### src/rtl/rbd_pkg.sv
package rbd_pkg;

    typedef enum logic [1:0] {
        ST_HEADER,
        ST_LOW,
        ST_ZEROS,
        ST_HALT
    } rbd_state_e;

    // Header value to split factor; values above the widest split saturate.
    function automatic int unsigned id_to_k(input int unsigned id, input int unsigned kmax);
        return (id > kmax) ? kmax : id;
    endfunction

endpackage

### src/rtl/rbd_shreg.sv
module rbd_shreg #(
    parameter int W = 8
) (
    input  logic         clk,
    input  logic         rst_n,
    input  logic         clr,
    input  logic         shift_en,
    input  logic         din,
    output logic [W-1:0] q
);
    generate
        if (W == 1) begin : g_one
            always_ff @(posedge clk or negedge rst_n) begin
                if (!rst_n)        q <= '0;
                else if (clr)      q <= '0;
                else if (shift_en) q <= din;
            end
        end else begin : g_many
            always_ff @(posedge clk or negedge rst_n) begin
                if (!rst_n)        q <= '0;
                else if (clr)      q <= '0;
                else if (shift_en) q <= {q[W-2:0], din};
            end
        end
    endgenerate
endmodule

### src/rtl/rbd_upcnt.sv
module rbd_upcnt #(
    parameter int W = 8
) (
    input  logic         clk,
    input  logic         rst_n,
    input  logic         clr,
    input  logic         inc,
    output logic [W-1:0] q
);
    always_ff @(posedge clk or negedge rst_n) begin
        if (!rst_n)   q <= '0;
        else if (clr) q <= '0;
        else if (inc) q <= q + 1'b1;
    end
endmodule

### src/rtl/rbd_block_decoder.sv
module rbd_block_decoder
    import rbd_pkg::*;
#(
    parameter int SAMPLE_W  = 8,
    parameter int BLOCK_LEN = 8,
    parameter int HDR_W     = 3
) (
    input  logic                clk,
    input  logic                rst_n,
    input  logic                bit_vld,
    input  logic                bit_in,
    input  logic                resync,
    output logic                samp_vld,
    output logic [SAMPLE_W-1:0] samp_data,
    output logic                blk_done,
    output logic                err_flag
);
    localparam int K_W   = $clog2(SAMPLE_W);
    localparam int IDX_W = $clog2(BLOCK_LEN);
    localparam int POS_W = K_W;
    localparam logic [POS_W-1:0] HDR_LAST = POS_W'(HDR_W - 1);
    localparam logic [IDX_W-1:0] IDX_LAST = IDX_W'(BLOCK_LEN - 1);

    rbd_state_e state_q, state_d;

    logic [HDR_W-2:0]    hdr_q;
    logic [HDR_W-1:0]    hdr_full;
    logic [SAMPLE_W-1:0] low_q, cnt_q, cnt_max;
    logic [K_W-1:0]      k_q, k_new;
    logic [POS_W-1:0]    pos_q;
    logic [IDX_W-1:0]    idx_q;

    logic hdr_shift, low_shift, low_clr, cnt_clr, cnt_inc;
    logic pos_clr, pos_inc, idx_clr, idx_inc, k_load;
    logic emit, last, overflow;

    assign hdr_full = {hdr_q, bit_in};
    assign k_new    = K_W'(id_to_k(32'(hdr_full), SAMPLE_W - 1));
    assign cnt_max  = {SAMPLE_W{1'b1}} >> k_q;

    rbd_shreg #(.W(HDR_W-1)) u_hdr (
        .clk(clk), .rst_n(rst_n), .clr(1'b0), .shift_en(hdr_shift), .din(bit_in), .q(hdr_q));
    rbd_shreg #(.W(SAMPLE_W)) u_low (
        .clk(clk), .rst_n(rst_n), .clr(low_clr), .shift_en(low_shift), .din(bit_in), .q(low_q));
    rbd_upcnt #(.W(SAMPLE_W)) u_run (
        .clk(clk), .rst_n(rst_n), .clr(cnt_clr), .inc(cnt_inc), .q(cnt_q));
    rbd_upcnt #(.W(POS_W)) u_pos (
        .clk(clk), .rst_n(rst_n), .clr(pos_clr), .inc(pos_inc), .q(pos_q));
    rbd_upcnt #(.W(IDX_W)) u_idx (
        .clk(clk), .rst_n(rst_n), .clr(idx_clr), .inc(idx_inc), .q(idx_q));

    // State register and split factor
    always_ff @(posedge clk or negedge rst_n) begin
        if (!rst_n) begin
            state_q <= ST_HEADER;
            k_q     <= '0;
        end else begin
            state_q <= state_d;
            if (k_load) k_q <= k_new;
        end
    end

    // Next state and datapath strobes
    always_comb begin
        state_d   = state_q;
        hdr_shift = 1'b0;
        low_shift = 1'b0;
        low_clr   = 1'b0;
        cnt_clr   = 1'b0;
        cnt_inc   = 1'b0;
        pos_clr   = 1'b0;
        pos_inc   = 1'b0;
        idx_clr   = 1'b0;
        idx_inc   = 1'b0;
        k_load    = 1'b0;
        emit      = 1'b0;
        last      = 1'b0;
        overflow  = 1'b0;
        if (resync) begin
            state_d = ST_HEADER;
            pos_clr = 1'b1;
            idx_clr = 1'b1;
        end else begin
            unique case (state_q)
                ST_HEADER: if (bit_vld) begin
                    hdr_shift = 1'b1;
                    if (pos_q == HDR_LAST) begin
                        k_load  = 1'b1;
                        pos_clr = 1'b1;
                        low_clr = 1'b1;
                        cnt_clr = 1'b1;
                        state_d = (k_new == '0) ? ST_ZEROS : ST_LOW;
                    end else begin
                        pos_inc = 1'b1;
                    end
                end
                ST_LOW: if (bit_vld) begin
                    low_shift = 1'b1;
                    if (pos_q == k_q - 1'b1) begin
                        pos_clr = 1'b1;
                        state_d = ST_ZEROS;
                    end else begin
                        pos_inc = 1'b1;
                    end
                end
                ST_ZEROS: if (bit_vld) begin
                    if (!bit_in) begin
                        if (cnt_q == cnt_max) begin
                            overflow = 1'b1;
                            state_d  = ST_HALT;
                        end else begin
                            cnt_inc = 1'b1;
                        end
                    end else begin
                        emit    = 1'b1;
                        low_clr = 1'b1;
                        cnt_clr = 1'b1;
                        if (idx_q == IDX_LAST) begin
                            last    = 1'b1;
                            idx_clr = 1'b1;
                            state_d = ST_HEADER;
                        end else begin
                            idx_inc = 1'b1;
                            state_d = (k_q == '0) ? ST_ZEROS : ST_LOW;
                        end
                    end
                end
                ST_HALT: state_d = ST_HALT;
                default: state_d = ST_HEADER;
            endcase
        end
    end

    // Registered outputs
    always_ff @(posedge clk or negedge rst_n) begin
        if (!rst_n) begin
            samp_vld  <= 1'b0;
            samp_data <= '0;
            blk_done  <= 1'b0;
            err_flag  <= 1'b0;
        end else begin
            samp_vld <= emit;
            blk_done <= last;
            if (emit)          samp_data <= (cnt_q << k_q) | low_q;
            if (resync)        err_flag  <= 1'b0;
            else if (overflow) err_flag  <= 1'b1;
        end
    end
endmodule

### config.mk
export PLATFORM = sky130hd
export DESIGN_NAME = rbd_block_decoder
export DESIGN_NICKNAME = d
export VERILOG_FILES = /design/src/rtl/rbd_pkg.sv /design/src/rtl/rbd_shreg.sv /design/src/rtl/rbd_upcnt.sv /design/src/rtl/rbd_block_decoder.sv
export SDC_FILE = /design/constraint.sdc
export NUM_CORES = 1
export LEC_CHECK = 0
export BUFFER_PORTS_ARGS = -buffer_cell sky130_fd_sc_hd__buf_2
export CAP_MARGIN = 25
export CORE_MARGIN = 2
export CORE_UTILIZATION = 35
export CTS_CLUSTER_SIZE = 40
export DETAILED_ROUTE_END_ITERATION = 8
export GPL_TIMING_DRIVEN = 0
export SYNTH_ARGS = -nofsm -noshare
export SYNTH_HDL_FRONTEND = slang
export SYNTH_HIERARCHICAL = 1
export SYNTH_SLANG_ARGS = --single-unit
export TNS_END_PERCENT = 5
### constraint.sdc
create_clock -name clk -period 2.7 [get_ports clk]
set_clock_uncertainty 0.15 [all_clocks]
set_input_delay 0.27 -clock clk [delete_from_list [all_inputs] [get_ports clk]]
set_output_delay 0.27 -clock clk [all_outputs]
set_load 0.03 [all_outputs]
==> results.cfg <==
[run_status]
outcome = complete, no violations

[sta]
fmax_mhz = 383
fin_crit_ns = 2.61
slew_headroom = 0.625
fin_ws_ns = 0.0870
setup_viol = 0
rsz0062_at_grt = yes
fin_setup_tns_ns = 0
tightest_slew_ns = 0.548
final.period_utilization = 0.968
hold_ws_ns = 0.132
hold_viol_final = 0
slew_viol_final = 0

[yosys]
synth.avg_cell_area_um2 = 9.85
synth_cells = 229
synth_ff_type = dfrtp_1
syn_area_mm2 = 0.00226
synth-seq-cells = 40
synth_warnings = 6
synth_top_cells_by_area = dfrtp_1 (44%), mux2i_1 (9.3%), nor2_1 (5.0%)
synth_edf_count = 0
synth_top_cell_by_area = dfrtp_1
synth_cell_types = 47
yosys.area.top_type_share = 0.444
synth-async-reset-ratio = 1.00
yosysSeqAreaShare = 0.444

[clock_network]
clock_sinks = 40
clk_latency_ns = 0.29
clkTransAtPathRegs_ns = 0.08
htreeDepth = 2
cts_buffers = 5
cts_max_path_buffers = 2
root_buffer = clkbuf_8
cts_tree = yes

[hold_path]
worstHoldPathType = input port to flop
hold_end = err_flag
hold_start = resync
whs_path_depth = 2

[power_and_ir_drop]
vdd_drop_max_uv = 215
p_int_uw = 975
power_frac_seq = 0.484
power_frac_clock = 0.377
p_comb_frac = 0.140
swShare = 0.251
switching_power_uw = 327
power.density_mw_per_mm2 = 485
p_leak_uw = 0.00120

[final_layout]
area_delta_synth_final_pct = 19.1
drive_gt1_frac = 0.210
nNetsFinal = 272
diodes = 0
final_cell_mix = dfrtp_1 (40), nor2_1 (30), mux2i_1 (21)
utilization = 0.428
final_cells = 339
mostFrequentLayoutCell = dfrtp_1

[setup_path]
endpoint_kind = flop
worst-path-max-fanout = 9
reg2reg_to = u_run/q[3]
r2r_cells = 10
reg2reg_setup_slack_ns = 0.09
worst-endpoint-arrival_ns = 2.65
rr_startpoint = k_q[1]
cp.required_ns = 2.74
worstSetupPathType = flop to flop
startpoint_type = flop

[route]
drc_errors = 0
post_drt_wl_per_cell_um = 14.0
wl_um = 4740
drtIter0Drc = 54
viasPerCell = 5.06
vias = 1717
ant_nets = 0
dr.pass1.iters = 4

[run]
cap_violations = 0

[floorplanning]
initial_core_util = 0.359
die_w_um = 84.3
rows = 29
core_mm2 = 0.00628
io-pin-count = 16
dieHeight_um = 84.3
dieArea_mm2 = 0.00710

[place]
pre_cts_slack_ns = -0.227
io_buffers = 15
globalplace.congestion = 0.781
hpwl_um = 3320
placed_cells = 322

[global_route]
grt_pass1_wl_um = 8130
antenna_found_initial = 0
grt-ovfl-total = 0
grt_pass1_vias = 1673
grt_usage = 0.141
grt_max_degree = 41
cell type report:
type	count	area, µm²
inverter	6	27.5
fill	636	3590
timing repair buffer	25	165
multi-input combinational	173	1220
tap	77	96.3
buffer	10	67.6
clock buffer	6	72.6
sequential	40	1000
clock inverter	2	35.0
sequential cells by signal, summed over array words and instances, names as in the netlist:
| name | flops |
|---|---|
| u_idx/q | 3 |
| u_run/q | 8 |
| samp_data | 8 |
| u_pos/q | 3 |
| blk_done | 1 |
| err_flag | 1 |
| u_low/q | 8 |
| state_q | 2 |
| samp_vld | 1 |
| k_q | 3 |
| u_hdr/q | 2 |
timing repair:
action	CTS	global route
hold endpoints to repair	6	0
setup buffers	5	3
endpoints found under the setup margin	6	3
hold buffers	1	0
gates resized for setup	9	5
pin swaps	5	9
power by group through the flow:
stage,sequential [µW],combinational [µW],clock [µW]
after floorplan,639,110,0
after global placement,642,149,0
after detailed placement,642,151,0
after CTS,629,176,502
after global routing,633,203,523
final,630,182,490
stage by stage:
step                      area [µm²]  total power [µW]
after floorplan                 2270               750
after global placement          2440               791
after detailed placement        2440               793
after CTS                       2620              1310
after global routing            2690              1360
final                           2690              1300
Yosys cell counts (4+ instances only):
cell / count
dfrtp_1: 40
nor2_1: 30
mux2i_1: 21
nand2_1: 18
a21oi_1: 13
o21ai_0: 12
nor3_1: 9
xnor2_1: 7
ha_1: 6
clkbuf_1: 4
inv_1: 4
nand3_1: 4
xor2_1: 4
worst max-delay path, stage by stage (launching register included):
cell	delay, ns
dfrtp_1	0.39
buf_6	0.13
buf_4	0.16
xnor2_1	0.13
o32ai_1	0.25
a21oi_1	0.10
or4b_4	0.50
nor2b_4	0.17
o2111ai_4	0.28
xor2_1	0.18
nor2_1	0.05
how the worst max path moves through the flow:
| stage | from | endpoint | slack, ns | depth (start not counted) |
|---|---|---|---|---|
| after floorplan | k_q[0] | u_run/q[3] | 0.01 | 12 |
| after global placement | k_q[1] | u_run/q[3] | -0.20 | 12 |
| after detailed placement | k_q[1] | u_run/q[7] | -0.23 | 12 |
| after CTS | k_q[1] | u_run/q[3] | 0.03 | 11 |
| after global routing | k_q[1] | u_run/q[3] | -0.04 | 10 |
| final | k_q[1] | u_run/q[3] | 0.09 | 10 |
routing by layer:
| layer | part of all wire | global-route usage |
|---|---|---|
| met5 | 0 | 0 |
| met4 | 0.010 | 0.0469 |
| met3 | 0.027 | 0.0334 |
| met2 | 0.45 | 0.218 |
| met1 | 0.51 | 0.195 |
cells by family after synthesis:
group	count (synthesis)	synth area share
adders and majority gates	6	0.0333
buffers and inverters	17	0.0377
other	1	0.00166
and+or+nand+nor	84	0.182
muxes	24	0.108
DFF	40	0.444
AOI/OAI and AO/OA	45	0.140
xor gates and xnor gates	12	0.0532
Note: power is estimated with default switching activity, not from simulation.
